$ cat src/rtl/i2c_fifo_pkg.sv
package i2c_fifo_pkg;

  typedef enum logic [2:0] {
    ADR_CTRL  = 3'd0,
    ADR_STAT  = 3'd1,
    ADR_IEN   = 3'd2,
    ADR_DATA  = 3'd3,
    ADR_RXCNT = 3'd4,
    ADR_TXCNT = 3'd5
  } reg_addr_e;

  localparam int FLG_TXLOW = 0;
  localparam int FLG_RXHIT = 1;
  localparam int FLG_TEND  = 2;
  localparam int NFLAG     = 3;

  // bytes-left level selected by the two-bit transmit code
  function automatic int unsigned tx_level(input logic [1:0] code, input int unsigned depth);
    case (code)
      2'd0:    return depth / 2;
      2'd1:    return depth / 4;
      2'd2:    return 2;
      default: return 0;
    endcase
  endfunction

endpackage

$ cat src/rtl/byte_queue.sv
module byte_queue #(
  parameter int DW    = 8,
  parameter int DEPTH = 16,
  localparam int AW   = (DEPTH > 1) ? $clog2(DEPTH) : 1,
  localparam int CW   = $clog2(DEPTH + 1)
) (
  input  logic          clk,
  input  logic          rst_n,
  input  logic          clr,
  input  logic          push,
  input  logic [DW-1:0] din,
  input  logic          pop,
  output logic [DW-1:0] dout,
  output logic [CW-1:0] count,
  output logic          full,
  output logic          empty
);

  logic [DW-1:0] mem [DEPTH];
  logic [AW-1:0] wr_ptr, rd_ptr;
  logic          do_push, do_pop;

  assign full    = (count == CW'(DEPTH));
  assign empty   = (count == '0);
  assign do_push = push && !full && !clr;
  assign do_pop  = pop && !empty && !clr;
  assign dout    = mem[rd_ptr];

  function automatic logic [AW-1:0] nxt(input logic [AW-1:0] p);
    return (p == AW'(DEPTH - 1)) ? '0 : p + AW'(1);
  endfunction

  always_ff @(posedge clk or negedge rst_n) begin
    if (!rst_n) begin
      wr_ptr <= '0;
      rd_ptr <= '0;
      count  <= '0;
    end else if (clr) begin
      wr_ptr <= '0;
      rd_ptr <= '0;
      count  <= '0;
    end else begin
      if (do_push) wr_ptr <= nxt(wr_ptr);
      if (do_pop)  rd_ptr <= nxt(rd_ptr);
      case ({do_push, do_pop})
        2'b10:   count <= count + CW'(1);
        2'b01:   count <= count - CW'(1);
        default: count <= count;
      endcase
    end
  end

  always_ff @(posedge clk) begin
    if (do_push) mem[wr_ptr] <= din;
  end

  a_r1_count_bound: assert property (@(posedge clk) disable iff (!rst_n)
    count <= CW'(DEPTH));
  a_r2_no_overflow: assert property (@(posedge clk) disable iff (!rst_n)
    (full && push && !pop && !clr) |=> (count == CW'(DEPTH)));
  a_r3_no_underflow: assert property (@(posedge clk) disable iff (!rst_n)
    (empty && pop && !push && !clr) |=> (count == '0));
  a_r4_clear_empties: assert property (@(posedge clk) disable iff (!rst_n)
    clr |=> (count == '0));

endmodule

$ cat src/rtl/fifo_flags.sv
module fifo_flags
  import i2c_fifo_pkg::*;
#(
  parameter int DEPTH = 16,
  localparam int CW   = $clog2(DEPTH + 1),
  localparam int TW   = $clog2(DEPTH)
) (
  input  logic             clk,
  input  logic             rst_n,
  input  logic [CW-1:0]    tx_count,
  input  logic [CW-1:0]    rx_count,
  input  logic [1:0]       tx_code,
  input  logic [TW-1:0]    rx_trig,
  input  logic             eng_done,
  input  logic             stat_wr,
  input  logic [NFLAG-1:0] stat_wdata,
  input  logic [NFLAG-1:0] ien,
  output logic [NFLAG-1:0] stat,
  output logic             irq
);

  logic [NFLAG-1:0] cond;
  logic [CW-1:0]    tx_lvl;
  logic [CW-1:0]    rx_hit;

  assign tx_lvl = CW'(tx_level(tx_code, DEPTH));
  assign rx_hit = CW'(rx_trig) + CW'(1);

  always_comb begin
    cond            = '0;
    cond[FLG_TXLOW] = (tx_count <= tx_lvl);
    cond[FLG_RXHIT] = (rx_count >= rx_hit);
    cond[FLG_TEND]  = eng_done && (tx_count == '0);
  end

  for (genvar i = 0; i < NFLAG; i++) begin : g_flag
    logic clr_i;
    assign clr_i = stat_wr && !stat_wdata[i];
    always_ff @(posedge clk or negedge rst_n) begin
      if (!rst_n) stat[i] <= 1'b0;
      else        stat[i] <= cond[i] || (stat[i] && !clr_i);
    end
  end

  assign irq = |(stat & ien);

  a_r8_sticky_rx: assert property (@(posedge clk) disable iff (!rst_n)
    (stat[FLG_RXHIT] && !(stat_wr && !stat_wdata[FLG_RXHIT])) |=> stat[FLG_RXHIT]);
  a_r7_tend_cause: assert property (@(posedge clk) disable iff (!rst_n)
    $rose(stat[FLG_TEND]) |-> $past(eng_done && (tx_count == '0)));
  a_r5_rx_reach: assert property (@(posedge clk) disable iff (!rst_n)
    (rx_count >= rx_hit) |=> stat[FLG_RXHIT]);

endmodule

$ cat src/rtl/i2c_fifo_ctrl.sv
module i2c_fifo_ctrl
  import i2c_fifo_pkg::*;
#(
  parameter int DEPTH = 16,
  localparam int DW   = 8,
  localparam int CW   = $clog2(DEPTH + 1),
  localparam int TW   = $clog2(DEPTH)
) (
  input  logic          clk,
  input  logic          rst_n,
  input  logic          reg_wr,
  input  logic          reg_rd,
  input  logic [2:0]    reg_addr,
  input  logic [7:0]    reg_wdata,
  output logic [7:0]    reg_rdata,
  output logic          irq,
  output logic          tx_valid,
  input  logic          tx_ready,
  output logic [DW-1:0] tx_data,
  input  logic          rx_valid,
  output logic          rx_ready,
  input  logic [DW-1:0] rx_data,
  input  logic          eng_last_done
);

  logic [TW-1:0]    rx_trig_q;
  logic [1:0]       tx_code_q;
  logic [NFLAG-1:0] ien_q;
  logic [NFLAG-1:0] stat;

  logic          wr_ctrl, wr_data, rd_data;
  logic [CW-1:0] tx_count, rx_count;
  logic          tx_full, tx_empty, rx_full, rx_empty;
  logic [DW-1:0] rx_head;

  assign wr_ctrl = reg_wr && (reg_addr == ADR_CTRL);
  assign wr_data = reg_wr && (reg_addr == ADR_DATA);
  assign rd_data = reg_rd && (reg_addr == ADR_DATA);

  always_ff @(posedge clk or negedge rst_n) begin
    if (!rst_n) begin
      rx_trig_q <= '0;
      tx_code_q <= '0;
      ien_q     <= '0;
    end else begin
      if (wr_ctrl) begin
        rx_trig_q <= reg_wdata[4 +: TW];
        tx_code_q <= reg_wdata[3:2];
      end
      if (reg_wr && (reg_addr == ADR_IEN)) ien_q <= reg_wdata[NFLAG-1:0];
    end
  end

  byte_queue #(.DW(DW), .DEPTH(DEPTH)) u_txq (
    .clk   (clk),
    .rst_n (rst_n),
    .clr   (wr_ctrl && reg_wdata[0]),
    .push  (wr_data),
    .din   (reg_wdata),
    .pop   (tx_ready),
    .dout  (tx_data),
    .count (tx_count),
    .full  (tx_full),
    .empty (tx_empty)
  );

  byte_queue #(.DW(DW), .DEPTH(DEPTH)) u_rxq (
    .clk   (clk),
    .rst_n (rst_n),
    .clr   (wr_ctrl && reg_wdata[1]),
    .push  (rx_valid),
    .din   (rx_data),
    .pop   (rd_data),
    .dout  (rx_head),
    .count (rx_count),
    .full  (rx_full),
    .empty (rx_empty)
  );

  assign tx_valid = !tx_empty;
  assign rx_ready = !rx_full;

  fifo_flags #(.DEPTH(DEPTH)) u_flags (
    .clk        (clk),
    .rst_n      (rst_n),
    .tx_count   (tx_count),
    .rx_count   (rx_count),
    .tx_code    (tx_code_q),
    .rx_trig    (rx_trig_q),
    .eng_done   (eng_last_done),
    .stat_wr    (reg_wr && (reg_addr == ADR_STAT)),
    .stat_wdata (reg_wdata[NFLAG-1:0]),
    .ien        (ien_q),
    .stat       (stat),
    .irq        (irq)
  );

  always_comb begin
    reg_rdata = '0;
    if (reg_rd) begin
      case (reg_addr)
        ADR_CTRL:  reg_rdata = {rx_trig_q, tx_code_q, 2'b00};
        ADR_STAT:  reg_rdata = 8'(stat);
        ADR_IEN:   reg_rdata = 8'(ien_q);
        ADR_DATA:  reg_rdata = rx_empty ? '0 : rx_head;
        ADR_RXCNT: reg_rdata = 8'(rx_count);
        ADR_TXCNT: reg_rdata = 8'(tx_count);
        default:   reg_rdata = '0;
      endcase
    end
  end

  a_r10_tx_hold: assert property (@(posedge clk) disable iff (!rst_n)
    (tx_valid && !tx_ready && !wr_ctrl) |=> (tx_valid && $stable(tx_data)));
  a_r2_full_drop: assert property (@(posedge clk) disable iff (!rst_n)
    (tx_full && wr_data && !tx_ready && !wr_ctrl) |=> tx_full);

endmodule

$ cat config.mk
export PLATFORM = sky130hd
export DESIGN_NAME = i2c_fifo_ctrl
export DESIGN_NICKNAME = d
export VERILOG_FILES = /design/src/rtl/i2c_fifo_pkg.sv /design/src/rtl/byte_queue.sv /design/src/rtl/fifo_flags.sv /design/src/rtl/i2c_fifo_ctrl.sv
export SDC_FILE = /design/constraint.sdc
export NUM_CORES = 1
export LEC_CHECK = 0
export BUFFER_PORTS_ARGS = -buffer_cell sky130_fd_sc_hd__clkbuf_2
export CORE_ASPECT_RATIO = 1.5
export CORE_UTILIZATION = 37
export CTS_CLUSTER_SIZE = 28
export DETAILED_ROUTE_END_ITERATION = 12
export SYNTH_ARGS = -nofsm -noshare
export SYNTH_HDL_FRONTEND = slang
export SYNTH_SLANG_ARGS = --single-unit
$ cat constraint.sdc
create_clock -name clk -period 2.81 [get_ports clk]
set_clock_uncertainty 0.1 [all_clocks]
set_input_delay 0.281 -clock clk [delete_from_list [all_inputs] [get_ports clk]]
set_output_delay 0.281 -clock clk [all_outputs]
set_load 0.05 [all_outputs]
### Yosys cells after proc, flatten, opt, wreduce, memory -nomap -nowiden

Memory sizes are Yosys's and may differ from the RTL's.
Cells that the tools add are included.

* register bits: 38
* RAM bits: 256
* input port bits: 26
* output and inout bits: 19
* logic and storage cells: 115
* memories kept: 2

* $add $sub $neg: 9
* magnitude comparators: 2
* equal/unequal tests: 17
* muxes and demuxes: 24
* bitwise gates (word level): 1
* reductions and logical operators: 48

Memory list
* u_rxq.mem: depth 16, bits a word 8, read ports 1, clocked after Yosys merged registers in 0, write ports 1, RTL line byte_queue.sv:19 `logic [DW-1:0] mem [DEPTH];`
* u_txq.mem: depth 16, bits a word 8, read ports 1, clocked after Yosys merged registers in 0, write ports 1, RTL line byte_queue.sv:19

Operator list (number)
* two-way mux 4 bit: 12
* one-hot mux 8 bit (6 select lines): 1
* logical AND 1 bit: 22
* one-hot mux 5 bit (2 select lines): 2
* adder 4 x 1 -> 4 bit (second input constant): 4
* == test 4 bit (second input constant): 4
* two-way mux 8 bit: 2
* zero test 1 bit: 12
* one-hot mux 4 bit (3 select lines): 1
* adder 5 x 1 -> 5 bit (second input constant): 2
* == test 5 bit (second input constant): 2
* zero test 5 bit: 2
* two-way mux 5 bit: 2
* subtractor 5 x 1 -> 5 bit (second input constant): 2
* nonzero test 2 bit: 4
* == test 2 x 1 -> 1 bit (second input constant): 3
* == test 2 bit (second input constant): 3
* == test 3 x 2 -> 1 bit (second input constant): 2
* == test 3 bit (second input constant): 2
* nonzero test 3 bit: 2
* adder 4 x 1 -> 5 bit (second input constant): 1
* >= comparator 5 bit: 1
* <= comparator 5 x 4 -> 1 bit: 1
* two-way mux 1 bit: 4
* other kinds (6): 8

### Logic depth before layout (Yosys ltp)

* depth after elaboration: 8
* gate-level depth with buffers: 13
* depth with buffers taken out: 10

### By module

A second synthesis with hierarchy kept.

* cell total of the unflattened synthesis: 833
* area, all modules: 12853.6 sq um

By module, submodules not included
* byte_queue at u_rxq: instances 1, cells each 363, area an instance 5895.7 sq um, sequential area each 4169.0 sq um
* byte_queue at u_txq: instances 1, cells each 356, area an instance 5870.6 sq um, sequential area each 4169.0 sq um
* i2c_fifo_ctrl: instances 1, cells each 69, area an instance 705.7 sq um, sequential area each 225.2 sq um
* fifo_flags: instances 1, cells each 45, area an instance 381.6 sq um, sequential area each 75.1 sq um

### Worst setup path before layout

OpenSTA, ideal clock, no wires.

* path type: flip-flop to flip-flop
* from: register u_txq.count[2]
* to: register u_txq.count[2]
* setup time: 0.078 ns
* arrival time: 2.717 ns
* required time: 2.632 ns
* slack: -0.085 ns
* cell stages (with the launch flop): 12
* clock period less this slack: 2.895 ns
* cell sequence: dfrtp_1 buf_2 or4_1 o21ai_1 nor2_1 ha_1 xor2_1 ha_1 a21oi_1 xor2_1 or3_1 a21oi_1

* longest elaborated chain between the ends: 7
* elaborated cells on any way between the ends: 15
* those cells by class: add/sub (2); eq/ne (3); mux (2); reduce/logical (8)

Ends and longest elaborated chain
* from (decl): RTL line byte_queue.sv:14 `output logic [CW-1:0] count,`
* from (signal assigned): RTL line byte_queue.sv:46 `2'b10: count <= count + CW'(1);`
* from (signal assigned): RTL line byte_queue.sv:47 `2'b01: count <= count - CW'(1);`
* from (signal assigned): RTL line byte_queue.sv:48 `default: count <= count;`
* == test 5 bit / zero test 5 bit (equally long branches): RTL line byte_queue.sv:23, byte_queue.sv:24
* zero test 1 bit (on tied branches): RTL line byte_queue.sv:25, byte_queue.sv:26
* logical AND 1 bit (on tied branches) (2 in series): RTL line byte_queue.sv:25, byte_queue.sv:26
* == test 2 x 1 -> 1 bit / == test 2 bit (equally long branches): RTL line byte_queue.sv:45 `case ({do_push, do_pop})`
* one-hot mux 5 bit (2 select lines): RTL line byte_queue.sv:45
* two-way mux 5 bit: RTL line byte_queue.sv:38 `end else if (clr) begin`

Several ways; a longest one is shown, not always the timed one.
A chain may end at the register's enable or synchronous reset.

### Worst setup path in the final report

* from: register u_rxq.rd_ptr[0]
* to: output reg_rdata[0]

* longest elaborated chain between the ends: 4

Ends and longest elaborated chain
* from (decl): RTL line byte_queue.sv:20 `logic [AW-1:0] wr_ptr, rd_ptr;`
* from (signal assigned): RTL line byte_queue.sv:44 `if (do_pop) rd_ptr <= nxt(rd_ptr);`
* memory read (16 x 8 bit)
* two-way mux 8 bit: RTL line i2c_fifo_ctrl.sv:105 `ADR_DATA: reg_rdata = rx_empty ? '0 : rx_head;`
* one-hot mux 8 bit (6 select lines): RTL line i2c_fifo_ctrl.sv:101 `case (reg_addr)`
* two-way mux 8 bit: RTL line i2c_fifo_ctrl.sv:100 `if (reg_rd) begin`
* to (decl): RTL line i2c_fifo_ctrl.sv:15 `output logic [7:0] reg_rdata,`

Every way passes these cells.

==> results.toml <==
[status]
status = "finished with violations"
failed_checks = "setup timing"

[timing]
setup_violations = 8
worstMarginPinSlew_ns = 1.04
fmax_mhz = 334
slew_violations = 0
min_period_over_period = 1.07
relSlewSlack = 0.307
finalHoldViolations = 0
fin_ws_ns = -0.188
rsz0062_at_grt = "true"
setup-tns-final_ns = -0.991
post-route-min-period_ns = 3.00

[placement]
gp_congestion = 0.798
post-place-cells = 1256
port-buffer-count = 44
hpwl_mm = 19.5

[yosys]
syn-num-nets = 817
synth_area_leader_cell = "edfxtp_1"
synth.distinct_cells = 62
ys_ff_latch = 294
netlist_instances = 766
ys_warn_count = 0
syn_area_sq_um = 12700
ys_async_sr_fraction = 0.129
synth_ff_type = "edfxtp_1"
synth_edf_count = 256
netlist_top_cells_area = "edfxtp_1, dfrtp_1, mux4_2, mux2i_1, mux4_1"
synth.top_cell.area_share = 0.604
avgSynthCellArea_sq_um = 16.6
ys_seq_area_frac = 0.679

[setup_path]
cp-end-kind = "output port"
worstPathArrival_ns = 2.62
required_ns = 2.43
worstSetupPathType = "reg2out"
cp_max_fo = 11
cp-start-kind = "register"

[clocking]
cts.clk_slew.worst_paths_ns = 0.06
clk_path_buf_depth = 3
cts_buffers = 28
worstSkewPairLatency_ns = 0.57
cts-htree-levels = 1
cts_tree = "done"
root_buffer = "clkbuf_16"
clock_sinks = 294

[grt]
antenna_found_initial = 0
grt_pass1_vias = 7444
grt_overflow = 0
grt_first_pass_wirelength_mm = 44.5
grtUsageTotal = 0.169
grt_max_degree = 39

[route]
drtIter0Drc = 372
wl_mm = 29.2
wl_per_cell_microns = 22.1
ant_nets = 0
vias_per_cell = 5.45
vias = 7184
drc = 0
dr.pass1.iters = 5

[final_layout]
fin_cells = 1319
fin_nets = 928
drive_above_1_share = 0.286
diodes = 0
area_delta_synth_final_pct = 19.8
utilization = 0.453

[min_path]
hold_class = "in2reg"

[power_and_ir_drop]
p_sw_mw = 4.77
power_density_nw_per_um2 = 942
power_leakage_nw = 5.39
combPwrFrac = 0.355
p_seq_frac = 0.381
internal_power_mw = 9.58
clock_power_share = 0.264
peakVddDrop_mv = 0.681
swShare = 0.332
p_total_mw = 14.4

[die]
die-area_sq_um = 35100
io_pins = 45
core_region_area_sq_um = 33700
die_y_microns = 229
fp-row-count = 82
initial_core_util = 0.378
dieWidth_microns = 153

[run]
max_cap_viol_count = 0
[metal layers]
metal,global-route usage,share of wire,vias up
li1,-,-,3288
met5,0,0,-
met1,0.183,0.37,3664
met4,0.0784,0.043,0
met3,0.0225,0.036,64
met2,0.322,0.55,168
[repair_timing]
item                                   in CTS  in global routing
buffers inserted                            6                  1
hold buffers                                3                  0
endpoints found under the hold margin      40                  0
setup endpoints to repair                  13                 18
gates resized for setup                    49                 30
cloned                                      2                  0
pin swaps                                   4                  1
[worst max-delay path, stage by stage, from the launching register on]
cell	delay, ns
dfrtp_2	0.45
buf_12	0.18
mux4_1	0.56
mux2_2	0.29
a221o_1	0.39
clkbuf_8	0.19
[cell families (layout without fill, tap and decap cells)]
group,Yosys count,count (layout),share of synthesized area
flops,294,294,0.679
compound gates,105,105,0.0591
simple gates,151,151,0.0623
xor+xnor,11,11,0.00757
fa+ha+maj,25,25,0.0246
buf+inv,62,195,0.0221
mux,118,118,0.145
[cell usage in the layout (no fill, tap or decap), drive strengths merged, types with 17 or more instances in the layout]
| cell | synthesis | routed |
|---|---|---|
| buf | 26 | 89 |
| mux4 | 48 | 48 |
| ha | 25 | 25 |
| clkbuf | 19 | 66 |
| nand2 | 37 | 37 |
| edfxtp | 256 | 256 |
| nor2 | 35 | 35 |
| dfrtp | 38 | 38 |
| clkinv | 1 | 17 |
| mux2i | 55 | 55 |
| nand3 | 18 | 18 |
| o21ai | 28 | 28 |
[power by group through the flow]
stage                     combinational, mW  clock [mW]  sequential [mW]
after global routing                   5.47        4.06             5.51
after detailed placement               4.61           0             5.54
after CTS                              5.06        3.90             5.46
after floorplan                        3.23           0             5.41
final                                  5.10        3.79             5.47
after global placement                 4.56           0             5.52
[worst paths after layout]
check                                 from              end  slack, ns  cells past startpoint
hold / removal                    rx_valid  u_rxq.wr_ptr[2]       0.05                      4
max in group asynchronous            rst_n  u_txq.rd_ptr[0]       1.55                      2
hold reg to reg            u_rxq.rd_ptr[2]  u_rxq.rd_ptr[2]       0.45                      1
setup / recovery           u_rxq.rd_ptr[0]     reg_rdata[0]      -0.19                      5
setup reg to reg            u_txq.count[3]   u_txq.count[4]       0.19                      9
min in group asynchronous            rst_n  u_rxq.wr_ptr[3]       0.34                      2
[metrics by stage]
step | worst slack [ns] | area (sq um) | hold WS [ns]
2_1_floorplan | -0.00415 | 12700 | -0.115
3_5_place_dp | 0.171 | 13900 | 0.425
3_3_place_gp | 0.196 | 13900 | 0.420
5_1_grt | -0.258 | 15200 | 0.0413
6_report | -0.188 | 15200 | 0.0467
4_1_cts | -0.208 | 15200 | 0.0291
[synth_stat cells, drive strengths merged (2+ instances only)]
master   number
edfxtp      256
mux2i        55
mux4         48
dfrtp        38
nand2        37
nor2         35
o21ai        28
buf          26
ha           25
clkbuf       19
nand3        18
a221oi       16
inv          16
mux2         15
a21oi        12
a22oi        11
xor2         10
nor3          8
nor2b         7
a221o         6
nand2b        6
a211o         5
nor4b         5
a21o          4
and2          4
and3          4
nand4b        4
nor3b         4
o221ai        4
or3           4
and4          3
o211ai        3
a31oi         2
nand3b        2
nand4         2
nand4bb       2
nor4          2
o31ai         2
or4           2
[state kept, by name, indices dropped and copies added, names as in the netlist]
register      count
ien_q             3
rx_trig_q         4
tx_code_q         2
u_flags.stat      3
u_rxq.count       5
u_rxq.mem       128
u_rxq.rd_ptr      4
u_rxq.wr_ptr      4
u_txq.count       5
u_txq.mem       128
u_txq.rd_ptr      4
u_txq.wr_ptr      4
[final cells by class]
type | count | area, sq um
multi-input cells | 410 | 4010
flip-flops and latches | 294 | 8640
well taps | 420 | 526
repair buffers | 126 | 1060
clock inverters | 20 | 191
clock buffers | 32 | 746
fillers | 2978 | 18400
inverters | 17 | 63.8
No activity file was read; power rests on OpenSTA's default activity.
